==> config.mk <==
export PLATFORM = sky130hd
export DESIGN_NAME = ptag_tlb
export DESIGN_NICKNAME = d
export VERILOG_FILES = /design/src/rtl/tlb_pkg.sv /design/src/rtl/tlb_tag_cmp.sv /design/src/rtl/tlb_first_pick.sv /design/src/rtl/tlb_victim.sv /design/src/rtl/ptag_tlb.sv
export SDC_FILE = /design/constraint.sdc
export NUM_CORES = 2
export LEC_CHECK = 0
export ABC_AREA = 1
export BUFFER_PORTS_ARGS = -buffer_cell sky130_fd_sc_hd__buf_4
export CAP_MARGIN = 0
export CORE_ASPECT_RATIO = 0.5
export CORE_MARGIN = 10
export CORE_UTILIZATION = 35
export CTS_BUF_LIST = sky130_fd_sc_hd__clkbuf_4 sky130_fd_sc_hd__clkbuf_8 sky130_fd_sc_hd__clkbuf_16
export CTS_CLUSTER_DIAMETER = 80
export CTS_CLUSTER_SIZE = 24
export DETAILED_ROUTE_END_ITERATION = 10
export HOLD_SLACK_MARGIN = 0.05
export PLACE_DENSITY_LB_ADDON = 0.05
export RECOVER_POWER = 100
export SLEW_MARGIN = 40
export SYNTH_ARGS = -nofsm -noshare
export SYNTH_HDL_FRONTEND = slang
export SYNTH_SLANG_ARGS = --single-unit
==> constraint.sdc <==
create_clock -name clk -period 11.38 [get_ports clk]
set_clock_uncertainty 0.05 [all_clocks]
set_input_delay 1.707 -clock clk [delete_from_list [all_inputs] [get_ports clk]]
set_output_delay 1.707 -clock clk [all_outputs]
set_load 0.01 [all_outputs]
==> src/rtl/tlb_pkg.sv <==
package tlb_pkg;
  localparam int unsigned TLB_ENTRIES_DEF = 16;
  localparam int unsigned TLB_PID_W_DEF   = 8;
  localparam int unsigned TLB_VA_W_DEF    = 32;
  localparam int unsigned TLB_PA_W_DEF    = 32;
  localparam int unsigned TLB_OFF_W_DEF   = 12;
  localparam int unsigned TLB_SUPER_W_DEF = 10;

  typedef enum logic {
    PERM_RO = 1'b0,
    PERM_RW = 1'b1
  } perm_e;
endpackage

==> src/rtl/tlb_tag_cmp.sv <==
module tlb_tag_cmp #(
  parameter int unsigned PID_W   = 8,
  parameter int unsigned VPN_W   = 20,
  parameter int unsigned SUPER_W = 10
) (
  input  logic             ent_vld,
  input  logic [PID_W-1:0] ent_pid,
  input  logic [VPN_W-1:0] ent_vpn,
  input  logic             ent_sup,
  input  logic [PID_W-1:0] req_pid,
  input  logic [VPN_W-1:0] req_vpn,
  output logic             match
);
  logic hi_eq, lo_eq, pid_eq;

  always_comb begin
    pid_eq = (ent_pid == req_pid);
    hi_eq  = (ent_vpn[VPN_W-1:SUPER_W] == req_vpn[VPN_W-1:SUPER_W]);
    lo_eq  = (ent_vpn[SUPER_W-1:0] == req_vpn[SUPER_W-1:0]);
    match  = ent_vld && pid_eq && hi_eq && (ent_sup || lo_eq);
  end
endmodule

==> src/rtl/tlb_first_pick.sv <==
module tlb_first_pick #(
  parameter int unsigned N     = 16,
  parameter int unsigned IDX_W = $clog2(N)
) (
  input  logic [N-1:0]     req,
  output logic             any,
  output logic [IDX_W-1:0] idx
);
  always_comb begin
    any = 1'b0;
    idx = '0;
    for (int i = N - 1; i >= 0; i--) begin
      if (req[i]) begin
        any = 1'b1;
        idx = IDX_W'(i);
      end
    end
  end
endmodule

==> src/rtl/tlb_victim.sv <==
module tlb_victim #(
  parameter int unsigned N     = 16,
  parameter int unsigned IDX_W = $clog2(N)
) (
  input  logic             clk,
  input  logic             rst,
  input  logic             fill_en,
  input  logic [N-1:0]     vld,
  output logic [IDX_W-1:0] victim
);
  logic             free_any;
  logic [IDX_W-1:0] free_idx;
  logic [IDX_W-1:0] rr_ptr;

  tlb_first_pick #(.N(N), .IDX_W(IDX_W)) u_free (
    .req (~vld),
    .any (free_any),
    .idx (free_idx)
  );

  always_ff @(posedge clk) begin
    if (rst) begin
      rr_ptr <= '0;
    end else if (fill_en && !free_any) begin
      rr_ptr <= (rr_ptr == IDX_W'(N - 1)) ? '0 : rr_ptr + 1'b1;
    end
  end

  assign victim = free_any ? free_idx : rr_ptr;
endmodule

==> src/rtl/ptag_tlb.sv <==
module ptag_tlb
  import tlb_pkg::*;
#(
  parameter int unsigned ENTRIES = TLB_ENTRIES_DEF,
  parameter int unsigned PID_W   = TLB_PID_W_DEF,
  parameter int unsigned VA_W    = TLB_VA_W_DEF,
  parameter int unsigned PA_W    = TLB_PA_W_DEF,
  parameter int unsigned OFF_W   = TLB_OFF_W_DEF,
  parameter int unsigned SUPER_W = TLB_SUPER_W_DEF,
  localparam int unsigned VPN_W  = VA_W - OFF_W,
  localparam int unsigned PFN_W  = PA_W - OFF_W
) (
  input  logic             clk,
  input  logic             rst,
  input  logic             lk_valid,
  input  logic [PID_W-1:0] lk_pid,
  input  logic [VA_W-1:0]  lk_va,
  input  logic             lk_store,
  output logic             lk_hit,
  output logic             lk_miss,
  output logic             lk_fault,
  output logic             lk_dirty,
  output logic [PA_W-1:0]  lk_pa,
  input  logic             fill_en,
  input  logic [PID_W-1:0] fill_pid,
  input  logic [VPN_W-1:0] fill_vpn,
  input  logic [PFN_W-1:0] fill_pfn,
  input  logic             fill_writable,
  input  logic             fill_dirty,
  input  logic             fill_super,
  input  logic             inv_en,
  input  logic             inv_all,
  input  logic [PID_W-1:0] inv_pid,
  input  logic [VPN_W-1:0] inv_page
);
  localparam int unsigned IDX_W  = $clog2(ENTRIES);
  localparam int unsigned SP_LOW = SUPER_W + OFF_W;
  localparam logic [PA_W-1:0] SP_MASK = PA_W'((64'd1 << SP_LOW) - 64'd1);

  logic [ENTRIES-1:0] ent_vld;
  logic [PID_W-1:0]   ent_pid   [ENTRIES];
  logic [VPN_W-1:0]   ent_vpn   [ENTRIES];
  logic [PFN_W-1:0]   ent_pfn   [ENTRIES];
  perm_e              ent_perm  [ENTRIES];
  logic               ent_dirty [ENTRIES];
  logic               ent_sup   [ENTRIES];

  logic [ENTRIES-1:0] lk_match;
  logic [ENTRIES-1:0] inv_match;
  logic [ENTRIES-1:0] inv_kill;
  logic               any_match;
  logic [IDX_W-1:0]   hit_idx;
  logic [IDX_W-1:0]   victim;
  logic [VPN_W-1:0]   lk_vpn;
  logic               dirty_upd;

  assign lk_vpn = lk_va[VA_W-1:OFF_W];

  for (genvar g = 0; g < ENTRIES; g++) begin : g_ent
    tlb_tag_cmp #(.PID_W(PID_W), .VPN_W(VPN_W), .SUPER_W(SUPER_W)) u_lk_cmp (
      .ent_vld (ent_vld[g]),
      .ent_pid (ent_pid[g]),
      .ent_vpn (ent_vpn[g]),
      .ent_sup (ent_sup[g]),
      .req_pid (lk_pid),
      .req_vpn (lk_vpn),
      .match   (lk_match[g])
    );
    tlb_tag_cmp #(.PID_W(PID_W), .VPN_W(VPN_W), .SUPER_W(SUPER_W)) u_inv_cmp (
      .ent_vld (ent_vld[g]),
      .ent_pid (ent_pid[g]),
      .ent_vpn (ent_vpn[g]),
      .ent_sup (ent_sup[g]),
      .req_pid (inv_pid),
      .req_vpn (inv_page),
      .match   (inv_match[g])
    );
    assign inv_kill[g] = inv_en && (inv_all || inv_match[g]);
  end

  tlb_first_pick #(.N(ENTRIES), .IDX_W(IDX_W)) u_hit_pick (
    .req (lk_match),
    .any (any_match),
    .idx (hit_idx)
  );

  tlb_victim #(.N(ENTRIES), .IDX_W(IDX_W)) u_victim (
    .clk     (clk),
    .rst     (rst),
    .fill_en (fill_en),
    .vld     (ent_vld),
    .victim  (victim)
  );

  // Lookup result: same-cycle answer from the current array state.
  always_comb begin
    logic [PA_W-1:0] pa_page;
    logic [PA_W-1:0] pa_pass;
    pa_page  = {ent_pfn[hit_idx], lk_va[OFF_W-1:0]};
    pa_pass  = PA_W'(lk_va[SP_LOW-1:0]);
    lk_hit   = lk_valid && any_match;
    lk_miss  = lk_valid && !any_match;
    lk_fault = lk_hit && lk_store && (ent_perm[hit_idx] == PERM_RO);
    lk_dirty = lk_hit && ent_dirty[hit_idx];
    lk_pa    = ent_sup[hit_idx] ? ((pa_page & ~SP_MASK) | (pa_pass & SP_MASK)) : pa_page;
  end

  assign dirty_upd = lk_hit && lk_store && !lk_fault;

  // Array update: invalidate, then store marking, then fill (later wins).
  always_ff @(posedge clk) begin
    if (rst) begin
      ent_vld <= '0;
    end else begin
      for (int i = 0; i < ENTRIES; i++) begin
        if (inv_kill[i]) ent_vld[i] <= 1'b0;
      end
      if (dirty_upd) ent_dirty[hit_idx] <= 1'b1;
      if (fill_en) begin
        ent_vld[victim]   <= 1'b1;
        ent_pid[victim]   <= fill_pid;
        ent_vpn[victim]   <= fill_vpn;
        ent_pfn[victim]   <= fill_pfn;
        ent_perm[victim]  <= fill_writable ? PERM_RW : PERM_RO;
        ent_dirty[victim] <= fill_dirty;
        ent_sup[victim]   <= fill_super;
      end
    end
  end
endmodule

Word level (Yosys, flattened, before mapping)

Memory sizes are Yosys's and may differ from the RTL's.
Index checks and enable logic that the tools add are counted.

Latch bits: 0
Memories: 6
RAM bits: 816
Bits in read-only memories: 0
Logic and storage cells: 392
Register bits: 20

Memory list:

| memory    | words | bits a word | rd ports | clocked after memory_dff | write ports | RTL line       | text |
|---|---|---|---|---|---|---|---|
| ent_pfn   | 16    | 20          | 1        | 0                        | 1           | ptag_tlb.sv:43 | `logic [PFN_W-1:0] ent_pfn [ENTRIES];` |
| ent_vpn   | 16    | 20          | 16       | 0                        | 1           | ptag_tlb.sv:42 | `logic [VPN_W-1:0] ent_vpn [ENTRIES];` |
| ent_pid   | 16    | 8           | 16       | 0                        | 1           | ptag_tlb.sv:41 | `logic [PID_W-1:0] ent_pid [ENTRIES];` |
| ent_dirty | 16    | 1           | 1        | 0                        | 2           | ptag_tlb.sv:45 | `logic ent_dirty [ENTRIES];` |
| ent_perm  | 16    | 1           | 1        | 0                        | 1           | ptag_tlb.sv:44 | `perm_e ent_perm [ENTRIES];` |
| ent_sup   | 16    | 1           | 17       | 0                        | 1           | ptag_tlb.sv:46 | `logic ent_sup [ENTRIES];` |

Divide/modulo/power cells: 0
Multipliers: 0
Shift operators: 0
Bitwise gates (word level): 4
Reductions and logical operators: 171
Add/sub/neg operators: 1
Mux-type cells: 109
Order comparisons: 2
Equality and inequality tests: 97

Operator list:

| cell                                                                                | count |
|---|---|
| 10-bit equality test                                                                | 64 |
| 8-bit equality test                                                                 | 32 |
| 4-bit 2-to-1 mux                                                                    | 34 |
| 1-bit logical AND                                                                   | 120 |
| 1-bit 2-to-1 mux                                                                    | 72 |
| 1-bit logical OR                                                                    | 48 |
| 32-bit 2-to-1 mux                                                                   | 1 |
| 32-bit by 22-bit bitwise OR with 32-bit output                                      | 1 |
| 16-bit 2-to-1 mux                                                                   | 1 |
| 16-bit inverter                                                                     | 1 |
| 16-bit bitwise OR                                                                   | 1 |
| 4-bit by 5-bit less-than comparator with 1-bit output, second input constant        | 1 |
| 4-bit by 1-bit adder with 4-bit output, second input constant                       | 1 |
| 1-bit demux with 4-bit select                                                       | 1 |
| 4-bit equality test, second input constant                                          | 1 |
| 4-bit by 1-bit greater-or-equal comparator with 1-bit output, second input constant | 1 |
| 1-bit zero test                                                                     | 3 |
| 1-bit inverter                                                                      | 1 |

Depth between registers and ports, before layout

Word-level depth: 28
Mapped depth: 36
Depth with buffers taken out: 33

Hierarchy

A second synthesis with hierarchy kept.

Cells, all modules: 6,048
Area total of the unflattened synthesis: 46,963.8 µm²

Modules (own cells, without submodules):

| module         | instances | cells each | area an instance (µm²) |
|---|---|---|---|
| ptag_tlb       | 1         | 1,573      | 28,527.4 |
| tlb_tag_cmp    | 32        | 135        | 553.0 |
| tlb_first_pick | 2         | 49         | 209.0 |
| tlb_victim     | 1         | 57         | 321.6 |

Least setup slack after synthesis

No wires, ideal clock.

Path type: input to output
From: input lk_pid[6]
To: output lk_pa[21]
Arrival: 4,247 ps
Path buffers: 5
Slack: 5,376 ps
Stages on the path: 21
Cells stage by stage: buf_2 -> buf_4 -> xor2_1 -> nor4_1 -> nand3_1 -> nor4b_2 -> o21ai_1 -> nand2_1 -> inv_2 -> a21oi_4 -> buf_6 -> a21oi_2 -> buf_6 -> nand2_1 -> nand4_1 -> nand2_1 -> nand2_2 -> buf_6 -> o21bai_1 -> nand2_1 -> inv_1

Longest elaborated chain between the ends: 22

Ends and longest elaborated chain:

| what                                                                     | RTL line             | text |
|---|---|---|
| start: declaration                                                       | ptag_tlb.sv:16       | `input logic [PID_W-1:0] lk_pid,` |
| 8-bit equality test                                                      | tlb_tag_cmp.sv:17    | `pid_eq = (ent_pid == req_pid);` |
| 1-bit logical AND (3 in series)                                          | tlb_tag_cmp.sv:20    | `match = ent_vld && pid_eq && hi_eq && (ent_sup \|\| lo_eq);` |
| 4-bit 2-to-1 mux (15 in series)                                          | tlb_first_pick.sv:13 | `if (req[i]) begin` |
| 4-bit 2-to-1 mux *                                                       | tlb_first_pick.sv:13 |  |
| memory read 16 x 20 bit / memory read 16 x 1 bit (equally long branches) | n/a                  |  |
| 32-bit 2-to-1 mux *                                                      | ptag_tlb.sv:105      | `lk_pa = ent_sup[hit_idx] ? ((pa_page & ~SP_MASK) \| (pa_pass & SP_MASK)) : pa_page;` |
| end: declaration                                                         | ptag_tlb.sv:23       | `output logic [PA_W-1:0] lk_pa,` |

Every way passes the cells marked *; elsewhere a longest branch is shown, timed or not.

Worst setup path after layout

From: input lk_va[31]
To: output lk_pa[16]

Longest elaborated chain between the ends: 21

Ends and longest elaborated chain:

| what                                                                     | RTL line             | text |
|---|---|---|
| start: declaration                                                       | ptag_tlb.sv:17       | `input logic [VA_W-1:0] lk_va,` |
| 10-bit equality test                                                     | tlb_tag_cmp.sv:18    | `hi_eq = (ent_vpn[VPN_W-1:SUPER_W] == req_vpn[VPN_W-1:SUPER_W]);` |
| 1-bit logical AND (2 in series)                                          | tlb_tag_cmp.sv:20    |  |
| 4-bit 2-to-1 mux (15 in series)                                          | tlb_first_pick.sv:13 |  |
| 4-bit 2-to-1 mux *                                                       | tlb_first_pick.sv:13 |  |
| memory read 16 x 20 bit / memory read 16 x 1 bit (equally long branches) | n/a                  |  |
| 32-bit 2-to-1 mux *                                                      | ptag_tlb.sv:105      |  |

Marks and branches as above.

==> metrics.txt <==
Logic pwr share 0.088; crit path from lk_va[31]; Sink Count 836; die area 134000 sq um; share of cells above drive strength 1 0.0756; DRT Pass-1 Iters 6; Syn Inst Count 4115; Post-Syn Area per Cell 10.1 sq um; maximum vdd ir drop 0.0000970 V; max_slew headroom -2.38; GP Congestion 0.939; sw frac 0.259; clock share of power 0.321; drt wl/cell 32.2 microns; power per cell area 128 nW/um^2; violated checks max-capacitance violations, max-slew violations; internal power 4.28 mW; sequential cell area fraction in the yosys report 0.593; most common cell in the synthesized netlist nand2_1; Slew Viols, Final 955; CP required 9.62 ns; Netlist Area Pre-Place 41700 sq um; synth cell count leaders 1118 x nand2_1, 800 x edfxtp_1, 325 x inv_1; fmax 0.103 GHz; sequential power share 0.591; EDFF count, synth 800; Min Clock Period, post-route 9.69 ns; initial antenna violation count 13; Setup Fix Bufs, Post-CTS 0; sw power 1.49 mW; CTS root buf clkbuf_16; starting density of the core 0.353; hpwl dp 121000 microns; #FFs+latches synth 836; Util after Layout 0.380; CTS resizes 0; Clock transition at path regs 0.10 ns; Slew @ Worst Pin 5.07 ns; Synth top area share 0.576; hold buffers post-CTS 0; Netlist cell types 68; Hold Path Class reg2reg; post-DR vias/cell 5.62; CP delay by family, top simple AND/OR/NAND/NOR gates; sequential cell area 24700 sq um; largest net degree at the start of global routing 71; LEAKAGE 15.9 nW; Final Power 5.77 mW; top cells by area, synth edfxtp_1 58%, nand2_1 10%, xor2_1 4.7%; synth warn 0; global-route wire length before repair 253000 microns; H-tree lvl count 2; clk buf depth 3; Post-Route WL 186000 microns; 1st-iter DRT viols 3686; setup violators final 0; worst hold start u_victim.rr_ptr[1]; Max Cap Viol 39; RSZ-0062 raised after global routing no; Setup crit start kind input pin; outcome complete, but fails checks; WP buf/inv 7; crit share post-route 0.851; Syn-to-layout area delta 7.75%; Worst setup EP type output port; Tot GR Track Use 0.266; async set or reset register ratio after synthesis 0; clock buffer count from CTS 42; grt total ovfl 0; Fill cells 11800; nets@finish 4271; CP cell instances buf_4 -> inv_1 -> nand2_1 -> o21ai_0 -> nor4_1 -> nand4_1 -> nor2_1 -> inv_1 -> nand3_1 -> nand2_1 -> a21oi_1 -> nand3_2 -> clkinv_2 -> buf_6 -> nand2_1 -> nand4_1 -> nand2_1 -> nand2_1 -> nor2_1 -> nand2_1 -> nand2_1 -> inv_1 -> clkbuf_1; row cnt 89; drc violations 0; CTS tree built; CP peak stage delay 1.17 ns; post-route ant nets 0; clock latency on the worst-skew pair 0.67 ns; CP dominant cell by count nand2_1; Main synth FF type edfxtp_1; via count of the routed design 32400; Hold Vio Cnt, Final 0; Die W 508 microns; vias in the first global route 31200; I/O Buffers 137; CORE AREA 118000 sq um; Setup CP Type in2out; CP max-delay cell a21oi_1; Critical Path AT 7.93 ns; final setup TNS 0 ns; Die Ht 264 microns; cell accounting for the most synthesized area edfxtp_1; IO Count 162; CP Max Fanout 70; multi-input logic area 14500 sq um; Synth Net Count 4242; R2R Path Start ent_vld[7]
-- cells in the final DEF (no fill, tap or decap), types with 4 or more instances in the layout --
cell type	instances
a2111oi_0	9
a211oi_1	5
a21oi_1	44
a221oi_1	25
a31o_2	5
a41oi_1	8
buf_4	87
clkbuf_1	95
clkbuf_16	45
clkbuf_4	11
clkinv_1	11
clkinv_8	4
dfxtp_1	36
diode_2	5
edfxtp_1	800
inv_1	322
inv_2	26
nand2_1	1119
nand2_2	5
nand3_1	95
nand3b_1	9
nand4_1	187
nor2_1	282
nor2_4	8
nor3_1	66
nor3b_1	10
nor4_1	67
nor4_2	9
o2111ai_1	41
o211ai_1	15
o21ai_0	115
o21ai_1	18
o21bai_1	6
o22ai_1	96
or2_2	86
or4_1	10
xnor2_1	106
xor2_1	224
-- power groups by stage --
stage	Clock (mW)	Sequential, mW	Combinational (mW)
floorplan	0	3.47	0.251
global placement	0	3.47	0.516
detailed placement	0	3.47	0.517
CTS	1.90	3.40	0.519
global route	2.00	3.41	0.531
finish	1.85	3.41	0.510
-- registers in the layout (all words and copies together) (netlist names) --
register         flops
ent_pid            128
u_victim.rr_ptr      4
ent_sup             16
ent_vld             16
ent_dirty           16
ent_vpn            320
ent_perm            16
ent_pfn            320
-- tightest hold or removal path, cell delays in order, from the launching register on --
cell	delay, ns
dfxtp_1	0.33
inv_1	0.08
a21oi_1	0.06
-- cells by family after synthesis --
family | Yosys count | share of synthesized area
buffers and inverters | 561 | 0.0615
XOR/XNOR | 330 | 0.0693
AO/OA/AOI/OAI | 412 | 0.0649
adder cells (fa/ha/maj) | 1 | 0.000300
AND/OR/NAND/NOR | 1975 | 0.211
flip-flops | 836 | 0.593
-- per-layer routing --
layer / track usage / wire, microns / up-vias
met5: 0 / 68 / -
met2: 0.431 / 84900 / 1375
met3: 0.0363 / 11800 / 409
met1: 0.347 / 77600 / 16400
li1: - / - / 14200
met4: 0.133 / 11200 / 10
-- final cells by class --
type / instances / share of cell area
multi-input cells: 2718 / 0.323
diodes: 5 / 0.000278
inverters: 363 / 0.0306
clock inverters: 8 / 0.00206
clock buffers: 56 / 0.0269
flip-flops and latches: 836 / 0.551
repair buffers: 183 / 0.0227
well taps: 1592 / 0.0443
-- path summary, 6_finish.rpt --
check	end	slack [ns]	cells after the start
hold / removal	u_victim.rr_ptr[1]	0.47	2
hold reg to reg	u_victim.rr_ptr[1]	0.47	2
setup reg to reg	ent_dirty[10]	4.43	14
setup / recovery	lk_pa[16]	1.69	23
-- through the flow --
step	instance area [sq um]	hold WS, ns	setup WS, ns	std cells
final	44900	0.466	1.69	5761
after global routing	44900	0.494	1.34	5756
after CTS	45600	0.462	2.62	5756
after detailed placement	44300	0.444	2.63	5692
after global placement	44000	0.429	2.28	5686
after floorplan	41700	0.400	5.38	4115
(Power assumes the default switching activity.)
